File: src/rtl/pkfm_pkg.sv
package pkfm_pkg;

  // Halfword pairing choice; the numeric values are the laneSel port encoding.
  typedef enum logic [1:0] {
    SEL_LL = 2'd0,
    SEL_LU = 2'd1,
    SEL_UL = 2'd2,
    SEL_UU = 2'd3
  } laneSel_e;

  // Result form; the numeric values are the resForm port encoding.
  typedef enum logic [1:0] {
    FORM_WIDE  = 2'd0,
    FORM_MPREC = 2'd1,
    FORM_ROUND = 2'd2,
    FORM_RSVD  = 2'd3
  } resForm_e;

  // Strobes sent from control to the datapath.
  typedef struct packed {
    logic     loadRes;
    logic     loadFlags;
    resForm_e form;
  } ctlStrobe_t;

endpackage

File: src/rtl/pkfm_lane.sv
module pkfm_lane #(
  parameter int HALF_W = 16
) (
  input  logic [HALF_W-1:0]   opX,
  input  logic [HALF_W-1:0]   opY,
  input  logic                shiftOne,
  output logic [2*HALF_W-1:0] prodSh,
  output logic [HALF_W-1:0]   prodRndHi
);
  localparam int WORD_W = 2 * HALF_W;
  localparam logic [HALF_W-1:0] MIN_HALF = {1'b1, {(HALF_W-1){1'b0}}};
  localparam logic [WORD_W-1:0] SAT_WORD = {1'b0, {(WORD_W-1){1'b1}}};

  logic signed [WORD_W-1:0] extX, extY, rawProd;
  logic [WORD_W-1:0] shifted;
  logic satHit;

  assign extX    = $signed({{HALF_W{opX[HALF_W-1]}}, opX});
  assign extY    = $signed({{HALF_W{opY[HALF_W-1]}}, opY});
  assign rawProd = extX * extY;
  assign shifted = shiftOne ? {rawProd[WORD_W-2:0], 1'b0} : rawProd;
  assign satHit  = shiftOne && (opX == MIN_HALF) && (opY == MIN_HALF);

  assign prodSh = satHit ? SAT_WORD : shifted;

  // Adding half an LSB of the upper half and keeping the upper half equals
  // incrementing the upper half by the bit just below it.
  assign prodRndHi = satHit ? SAT_WORD[WORD_W-1:HALF_W]
                            : shifted[WORD_W-1:HALF_W] + {{(HALF_W-1){1'b0}}, shifted[HALF_W-1]};
endmodule

File: src/rtl/pkfm_ctrl.sv
module pkfm_ctrl
  import pkfm_pkg::*;
(
  input  logic       clk,
  input  logic       rst_n,
  input  logic       opValid,
  input  logic [1:0] formIn,
  output ctlStrobe_t strobe,
  output logic       resValid
);
  always_comb begin
    strobe.form      = resForm_e'(formIn);
    strobe.loadRes   = opValid;
    strobe.loadFlags = opValid && (resForm_e'(formIn) != FORM_RSVD);
  end

  always_ff @(posedge clk or negedge rst_n) begin
    if (!rst_n) resValid <= 1'b0;
    else        resValid <= opValid;
  end

  assert_valid_follows_R2: assert property (@(posedge clk) disable iff (!rst_n)
    opValid |=> resValid);
  assert_no_spurious_valid_R2: assert property (@(posedge clk) disable iff (!rst_n)
    !opValid |=> !resValid);
  assert_rsvd_no_flag_load_R13: assert property (@(posedge clk) disable iff (!rst_n)
    (formIn == 2'd3) |-> !strobe.loadFlags);
endmodule

File: src/rtl/pkfm_dpath.sv
module pkfm_dpath
  import pkfm_pkg::*;
#(
  parameter int HALF_W = 16
) (
  input  logic                clk,
  input  logic                rst_n,
  input  ctlStrobe_t          strobe,
  input  logic [2*HALF_W-1:0] srcA,
  input  logic [2*HALF_W-1:0] srcB,
  input  logic [1:0]          laneSel,
  input  logic                fracShift,
  output logic [4*HALF_W-1:0] result,
  output logic                flagOvf,
  output logic                flagAdv,
  output logic                flagAdvSticky
);
  localparam int WORD_W = 2 * HALF_W;
  localparam int RES_W  = 4 * HALF_W;
  localparam int LANES  = 2;

  logic [HALF_W-1:0] hiA, loA, hiB, loB;
  logic [HALF_W-1:0] opX [LANES];
  logic [HALF_W-1:0] opY [LANES];
  logic [WORD_W-1:0] prodSh [LANES];
  logic [HALF_W-1:0] prodRndHi [LANES];

  assign hiA = srcA[WORD_W-1:HALF_W];
  assign loA = srcA[HALF_W-1:0];
  assign hiB = srcB[WORD_W-1:HALF_W];
  assign loB = srcB[HALF_W-1:0];

  // Halfword pairing per lane
  always_comb begin
    unique case (laneSel_e'(laneSel))
      SEL_LL: begin opX[1] = hiA; opY[1] = loB; opX[0] = loA; opY[0] = loB; end
      SEL_LU: begin opX[1] = hiA; opY[1] = loB; opX[0] = loA; opY[0] = hiB; end
      SEL_UL: begin opX[1] = hiA; opY[1] = hiB; opX[0] = loA; opY[0] = loB; end
      default: begin opX[1] = loA; opY[1] = hiB; opX[0] = hiA; opY[0] = hiB; end
    endcase
  end

  for (genvar g = 0; g < LANES; g++) begin : g_lane
    pkfm_lane #(.HALF_W(HALF_W)) lane_i (
      .opX      (opX[g]),
      .opY      (opY[g]),
      .shiftOne (fracShift),
      .prodSh   (prodSh[g]),
      .prodRndHi(prodRndHi[g])
    );
  end

  // Result forms
  logic [RES_W-1:0]  wideRes, mpRes, rndRes, nextRes;
  logic [RES_W-1:0]  ext1, ext0;
  logic [WORD_W-1:0] packed16;
  logic avWide, avRnd, nextAv;

  assign wideRes  = {prodSh[1], prodSh[0]};
  assign ext1     = {{(RES_W-WORD_W){prodSh[1][WORD_W-1]}}, prodSh[1]};
  assign ext0     = {{(RES_W-WORD_W){prodSh[0][WORD_W-1]}}, prodSh[0]};
  assign mpRes    = (ext1 + ext0) << HALF_W;
  assign packed16 = {prodRndHi[1], prodRndHi[0]};
  assign rndRes   = {{(RES_W-WORD_W){1'b0}}, packed16};

  assign avWide = (prodSh[1][WORD_W-1] ^ prodSh[1][WORD_W-2]) |
                  (prodSh[0][WORD_W-1] ^ prodSh[0][WORD_W-2]);
  assign avRnd  = (packed16[WORD_W-1] ^ packed16[WORD_W-2]) |
                  (packed16[HALF_W-1] ^ packed16[HALF_W-2]);

  always_comb begin
    unique case (strobe.form)
      FORM_WIDE:  begin nextRes = wideRes; nextAv = avWide; end
      FORM_MPREC: begin nextRes = mpRes;   nextAv = 1'b0;   end
      FORM_ROUND: begin nextRes = rndRes;  nextAv = avRnd;  end
      default:    begin nextRes = '0;      nextAv = flagAdv; end
    endcase
  end

  always_ff @(posedge clk or negedge rst_n) begin
    if (!rst_n) begin
      result        <= '0;
      flagOvf       <= 1'b0;
      flagAdv       <= 1'b0;
      flagAdvSticky <= 1'b0;
    end else begin
      if (strobe.loadRes) result <= nextRes;
      if (strobe.loadFlags) begin
        flagOvf       <= 1'b0;
        flagAdv       <= nextAv;
        flagAdvSticky <= flagAdvSticky | nextAv;
      end
    end
  end

  assert_wide_adv_R9: assert property (@(posedge clk) disable iff (!rst_n)
    (strobe.loadRes && strobe.form == FORM_WIDE) |=>
      (flagAdv == ((result[RES_W-1] ^ result[RES_W-2]) | (result[WORD_W-1] ^ result[WORD_W-2]))));
  assert_round_adv_R10: assert property (@(posedge clk) disable iff (!rst_n)
    (strobe.loadRes && strobe.form == FORM_ROUND) |=>
      (flagAdv == ((result[WORD_W-1] ^ result[WORD_W-2]) | (result[HALF_W-1] ^ result[HALF_W-2]))));
  assert_round_upper_zero_R8: assert property (@(posedge clk) disable iff (!rst_n)
    (strobe.loadRes && strobe.form == FORM_ROUND) |=> (result[RES_W-1:WORD_W] == '0));
  assert_mprec_clears_R7: assert property (@(posedge clk) disable iff (!rst_n)
    (strobe.loadRes && strobe.form == FORM_MPREC) |=> (!flagAdv && !flagOvf && $stable(flagAdvSticky)));
  assert_mprec_low_zero_R7: assert property (@(posedge clk) disable iff (!rst_n)
    (strobe.loadRes && strobe.form == FORM_MPREC) |=> (result[HALF_W-1:0] == '0));
  assert_ovf_clear_R11: assert property (@(posedge clk) disable iff (!rst_n)
    strobe.loadFlags |=> !flagOvf);
  assert_sticky_holds_R12: assert property (@(posedge clk) disable iff (!rst_n)
    flagAdvSticky |=> flagAdvSticky);
  assert_sticky_covers_R12: assert property (@(posedge clk) disable iff (!rst_n)
    flagAdv |-> flagAdvSticky);
  assert_rsvd_zero_R13: assert property (@(posedge clk) disable iff (!rst_n)
    (strobe.loadRes && strobe.form == FORM_RSVD) |=>
      (result == '0 && $stable(flagAdv) && $stable(flagAdvSticky) && $stable(flagOvf)));
  assert_idle_hold_R14: assert property (@(posedge clk) disable iff (!rst_n)
    !strobe.loadRes |=> ($stable(result) && $stable(flagAdv) && $stable(flagAdvSticky)));
endmodule

File: src/rtl/pk_frac_mul.sv
module pk_frac_mul
  import pkfm_pkg::*;
#(
  parameter int HALF_W = 16
) (
  input  logic                clk,
  input  logic                rst_n,
  input  logic                opValid,
  input  logic [2*HALF_W-1:0] srcA,
  input  logic [2*HALF_W-1:0] srcB,
  input  logic [1:0]          laneSel,
  input  logic                fracShift,
  input  logic [1:0]          resForm,
  output logic                resValid,
  output logic [4*HALF_W-1:0] result,
  output logic                flagOvf,
  output logic                flagAdv,
  output logic                flagAdvSticky
);
  ctlStrobe_t strobe;

  pkfm_ctrl ctrl_i (
    .clk     (clk),
    .rst_n   (rst_n),
    .opValid (opValid),
    .formIn  (resForm),
    .strobe  (strobe),
    .resValid(resValid)
  );

  pkfm_dpath #(.HALF_W(HALF_W)) dpath_i (
    .clk          (clk),
    .rst_n        (rst_n),
    .strobe       (strobe),
    .srcA         (srcA),
    .srcB         (srcB),
    .laneSel      (laneSel),
    .fracShift    (fracShift),
    .result       (result),
    .flagOvf      (flagOvf),
    .flagAdv      (flagAdv),
    .flagAdvSticky(flagAdvSticky)
  );

  assert_reset_quiet_R1: assert property (@(posedge clk)
    !rst_n |-> (!resValid && result == '0 && !flagAdv && !flagAdvSticky && !flagOvf));
endmodule

File: config.mk
export PLATFORM = sky130hd
export DESIGN_NAME = pk_frac_mul
export DESIGN_NICKNAME = d
export VERILOG_FILES = /design/src/rtl/pkfm_pkg.sv /design/src/rtl/pkfm_lane.sv /design/src/rtl/pkfm_ctrl.sv /design/src/rtl/pkfm_dpath.sv /design/src/rtl/pk_frac_mul.sv
export SDC_FILE = /design/constraint.sdc
export NUM_CORES = 2
export LEC_CHECK = 0
export BUFFER_PORTS_ARGS = -buffer_cell sky130_fd_sc_hd__buf_2
export CORE_MARGIN = 8
export CORE_UTILIZATION = 55
export CTS_CLUSTER_DIAMETER = 200
export DETAILED_ROUTE_END_ITERATION = 16
export PLACE_DENSITY = 0.84
export SKIP_LAST_GASP = 1
export SLEW_MARGIN = 20
export SYNTH_ARGS = -nofsm -noshare
export SYNTH_HDL_FRONTEND = slang
export SYNTH_SLANG_ARGS = --single-unit
export TNS_END_PERCENT = 20
File: constraint.sdc
create_clock -name clk -period 1.7 [get_ports clk]
set_input_delay 0.17 -clock clk [delete_from_list [all_inputs] [get_ports clk]]
set_output_delay 0.17 -clock clk [all_outputs]
set_load 0.01 [all_outputs]
---- Word level (Yosys, flattened, before mapping) ----
Index checks and enable logic that the tools add are counted.
word-level totals
  bits in read-only memories .............. 0
  memory bits (writable) .................. 0
  register bits ........................... 67
  output and inout bits ................... 68
  memories kept ........................... 0
  word-level logic and storage cells ...... 43
  bits in latches ......................... 0
  bits of input ports ..................... 72
operators by class
  equal/unequal tests ..................... 9
  multipliers ............................. 2
  add/sub/neg operators ................... 3
  bitwise gates (word level) .............. 7
  divide/modulo/power cells ............... 0
  magnitude comparators ................... 0
  reduce and logical (&&, ||, !) cells .... 8
  shift operators ......................... 0
  mux-type cells .......................... 10
operator list
  operator                                             number
  case mux 64 bit (3 select lines)                     1
  2-to-1 mux 32 bit                                    5
  case mux 32 bit (3 select lines)                     1
  equality test 16 bit, second input constant          4
  multiplier 16 x 16 -> 32 bit                         2
  adder 32 x 32 -> 33 bit                              1
  adder 16 x 1 -> 16 bit                               2
  2-to-1 mux 16 bit                                    2
  logical AND 1 bit                                    5
  equality test 2 x 1 -> 1 bit, second input constant  2
  equality test 2 bit, second input constant           2
  logical NOT 2 bit                                    2
  bitwise XOR 1 bit                                    4
  OR 1 bit                                             3
  case mux 1 bit (3 select lines)                      1
  OR reduction 3 bit                                   1
  inequality test 2 bit, second input constant         1

---- Longest topological paths before layout ----
  word-level depth ........................ 11
  depth in mapped cells ................... 42
  gate-level depth less buffers ........... 37

---- Hierarchy ----
Synthesis repeated with hierarchy kept, for this count alone.
unflattened totals
  cell total of the unflattened synthesis .. 3,246
  area total of the unflattened synthesis .. 28,154.5 um2
modules (own cells, without submodules)
  module                                cells an instance  seq. area each (um2)  instances  area an instance (um2)
  pkfm_lane (dpath_i.g_lane[1].lane_i)  1,331              0.0                   1          11,377.2
  pkfm_lane (dpath_i.g_lane[0].lane_i)  1,327              0.0                   1          11,222.0
  pkfm_dpath                            583                1,651.6               1          5,496.5
  pkfm_ctrl                             5                  25.0                  1          58.8

---- Worst setup path before layout ----
Ideal clock, no wire load.
  kind .................................... input-to-reg
  start ................................... input laneSel[1]
  end ..................................... register dpath_i.result[53]
  stages on the path ...................... 41
  data arrival time ....................... 9.501 ns
  setup slack ............................. -7.949 ns
  required time ........................... 1.552 ns
  buffers on the path ..................... 7
  library setup time ...................... 0.148 ns
  path through ............................ buf_4 > nand2_4 > clkbuf_1 > buf_2 > buf_1 > clkbuf_1 > mux2i_1 > nor2_1 > fa_1 > inv_1 > fa_1 > fa_1 > inv_1 > fa_1 > fa_1 > inv_1 > fa_1 > inv_1 > [... 5 more ...] > a21o_1 > a21oi_1 > xnor2_1 > mux2_2 > nand2b_1 > ha_1 > and3_1 > nand3_1 > nor2_1 > nand3_1 > a21oi_1 > nor3_1 > nor3_1 > a311o_1 > a21oi_2 > o21ai_4 > buf_6 > a31oi_2
between the ends
  word-level cells in the longest chain between the ends .. 9
  elaborated cells between the ends (all ways) .. 22
  classes of those cells .................. add/sub: 1; mul: 2; eq/ne: 6; mux: 7; reduce/logical: 6
RTL lines
  element                                                                          RTL line           source
  start: declaration                                                               pk_frac_mul.sv:11  input logic [1:0] laneSel,
  parallel branches: the longest is 8 deep, another holds adder 32 x 32 -> 33 bit  --
  case mux 64 bit (3 select lines) *                                               pkfm_dpath.sv:72   unique case (strobe.form)
  end signal: assignment                                                           pkfm_dpath.sv:87   if (strobe.loadRes) result <= nextRes;
  end: declaration                                                                 pkfm_dpath.sv:13   output logic [4*HALF_W-1:0] result,
Every way passes the cells marked *.
A chain may end at the register's enable or synchronous reset.

---- Worst setup path in the final report ----
  start ................................... input laneSel[1]
  end ..................................... register dpath_i.result[63]
Same word-level chain as after synthesis.

==> qor.csv <==
stage,metric,value,unit
clocking,CTS root buf,clkbuf_16,
synth,Synth Instances,3360,
critical_path,crit-path leading delay family,adder cells,
clocking,Clock Sinks,67,
route,DRT iter0 DRCs,3786,
finish,"Cell Count, Final, Fillers Out",4983,
global_route,remaining global-route overflow,0,
critical_path,CP Launch Type,primary input,
placement,DPL Wire Length,88.13,mm
route,Routed Antenna Nets,0,
clocking,clock buffer depth,2,
global_route,largest net degree at the start of global routing,106,
job,Max-Cap Viols,0,
global_route,wire length of the first global-routing pass,167.9,mm
route,Residual DRC,0,
floorplanning,Initial Utilization,0.5540,
sta,Final Setup Violations,66,
route,routed via count,30170,
synth,Avg Synthesized Cell Area,8.425,um^2
sta,"Slew Viols, Final",0,
synth,"Cell Area, Synth",28310,um^2
global_route,vias in the first global route,31260,
route,via density per instance,6.055,
finish,layout cells sized above 1,0.3383,
global_route,Total GRT Usage,0.3601,
critical_path,CP max stage delay,660,ps
sta,Min Hold Slack,253.0,ps
sta,fin crit period,8383,ps
sta,Slew headroom,0.2962,
sta,maximum clock rate,119.3,MHz
placement,Post-Place Setup Slack,-7150,ps
critical_path,Critical path buffers and inverters,9,
critical_path,Critical Path RT,1960,ps
floorplanning,num rows,83,
critical_path,Arrival @ worst endpoint,8650,ps
sta,Final Cycle Share,4.931,
finish,Syn-to-layout area delta,37.37,%
clocking,Num CTS Buffers,9,
placement,Cell Count Post-Placement,4865,
sta,Setup WS post-layout,-6683,ps
clocking,clk_lat worst skew,340,ps
route,final WL,115.3,mm
clocking,CTS tree,built,
sta,Slew @ Worst Pin,1051,ps
synth,Yosys reg bits,67,
global_route,antenna violations before repair,3,
floorplanning,die area,58980,um^2
synth,Main synth FF type,dfrtp_1,
floorplanning,DIE HEIGHT,242.9,um
synth,Ys Warns,0,
route,DR WL/cell,23.13,um
finish,Final Util,0.7610,
clocking,htree depth,3,
placement,GP Congestion,1.073,
critical_path,Crit Path Class,in2reg,
status,failing checks,setup timing,
floorplanning,I/O pin cnt,140,
synth,distinct cell type count of the synthesized netlist,107,
critical_path,slowest stage cell on the critical path,fa_2,
sta,Clock Skew,0,ps
floorplanning,Die X,242.9,um
floorplanning,area of the core,51090,um^2
hold_path,min-delay worst type,in2reg,
synth,cell taking the most area after synthesis,fa_1,
synth,ys async rst share,1.000,
critical_path,cell mode on critical path,fa_1,
clocking,clock slew at reported path FFs,60,ps
synth,syn nets,4157,
critical_path,CP endpoint kind,register,
synth,top cell type's share of synthesized area,0.3720,
finish,final net count,5093,
critical_path,"Max FO, Critical Path",8,
synth,number of enable flip-flop cells after synthesis,0,
status,outcome,finished with violations,
synth,"Seq/Total Area, Yosys",0.05923,
route,DRT Pass-1 Iters,9,
sta,final hold vios,0,
sta,RSZ-0062 raised after global routing,yes,
placement,PortBufs,138,
synth,main area contributors after synthesis,"fa_1, ha_1, inv_1",
[metal layers]
metal  GRT usage  part of all wire
met5           0          0.000095
met4      0.2325             0.091
met2      0.5815              0.45
met3     0.09313              0.12
met1      0.4238              0.34
[layout by cell type, fill, tap and decap left out, types with 19 or more instances in the layout]
cell type / netlist / layout
a21o_1: 40 / 39
a21oi_1: 138 / 107
a21oi_2: 5 / 28
a31oi_1: 32 / 25
buf_12: 0 / 28
buf_2: 17 / 136
buf_4: 6 / 851
buf_6: 3 / 24
dfrtp_1: 67 / 67
fa_1: 526 / 513
ha_1: 199 / 160
ha_4: 0 / 34
inv_1: 621 / 604
inv_2: 2 / 19
mux2_2: 68 / 38
mux2_4: 1 / 32
mux2i_1: 79 / 44
mux2i_4: 0 / 24
nand2_1: 441 / 414
nand2_2: 0 / 21
nand2b_1: 35 / 27
nand3_1: 33 / 27
nand4_1: 20 / 20
nor2_1: 379 / 355
nor2_2: 0 / 22
nor3_1: 22 / 19
o211ai_1: 30 / 30
o21ai_0: 76 / 61
xnor2_1: 78 / 73
xor2_1: 35 / 29
[synthesized netlist by cell type (all sizes together), types with 7 or more instances]
library cell,instances
mux2,71
a21oi,144
nor3,23
buf,42
inv,623
xnor2,79
mux2i,82
o22ai,16
and3,13
o21ai,87
nor4,22
or2,9
or4,8
nor4b,8
ha,199
nand2b,35
a211oi,17
and2,16
nand4,20
a21o,41
o211ai,30
a211o,7
fa,526
o31ai,9
nand2,442
clkbuf,85
xor2,35
nand3,34
or3,11
a221oi,9
dfrtp,67
nor2b,8
a31oi,42
nor2,380
o21a,15
[timing repair]
| action | CTS | global route |
|---|---|---|
| endpoints found under the setup margin | 66 | 66 |
| hold buffers | 1 | 0 |
| pin swaps | 54 | 99 |
| resized for setup | 103 | 221 |
| hold endpoints to repair | 67 | 0 |
| buffers inserted | 47 | 45 |
| gates cloned | 6 | 1 |
[worst paths after layout]
check                                 startpoint                    end  slack [ps]  cells past startpoint
min reg2reg                   dpath_i.result[31]     dpath_i.result[31]         500                      2
max                                   laneSel[1]     dpath_i.result[63]       -6680                     33
min                                      opValid     dpath_i.result[12]         250                      2
min in group asynchronous                  rst_n     dpath_i.result[54]         370                      3
max in group asynchronous                  rst_n        dpath_i.flagAdv        1000                      3
max reg2reg                dpath_i.flagAdvSticky  dpath_i.flagAdvSticky         790                      2
[cells by family (layout without fill, tap and decap cells)]
group | count (synthesis) | after routing | synth area share
simple gates | 1048 | 1049 | 0.1621
buf+inv | 751 | 1691 | 0.1019
fa+ha+maj | 725 | 725 | 0.4600
compound gates | 501 | 501 | 0.1234
mux | 153 | 153 | 0.05777
xor+xnor | 114 | 114 | 0.03554
flops | 67 | 67 | 0.05923
other cells | 1 | 3 | 0.0001325
[state kept, by name (all words and copies together), names as in the netlist]
name,count
ctrl_i.resValid,1
dpath_i.result,64
dpath_i.flagAdv,1
dpath_i.flagAdvSticky,1
[through the flow]
step           instance area [um^2]  setup TNS, ps
2_1_floorplan                 28980        -390510
3_3_place_gp                  36190        -418270
3_5_place_dp                  36190        -427250
4_1_cts                       37530        -398410
5_1_grt                       38880        -426030
6_report                      38880        -414720
[area by class of cell]
cell class	instances	area, um^2
diodes	2	5.005
clock buffers	9	225.2
clock inverters	7	51.30
fillers	3238	12210
inverters	624	2342
multi-input cells	2543	25580
flip-flops and latches	67	1677
well taps	680	850.8
repair buffers	1051	8153
Power is left out: the tool's default activity adds up to more than one toggle a clock period on the data nets, which glitch-free logic cannot reach.
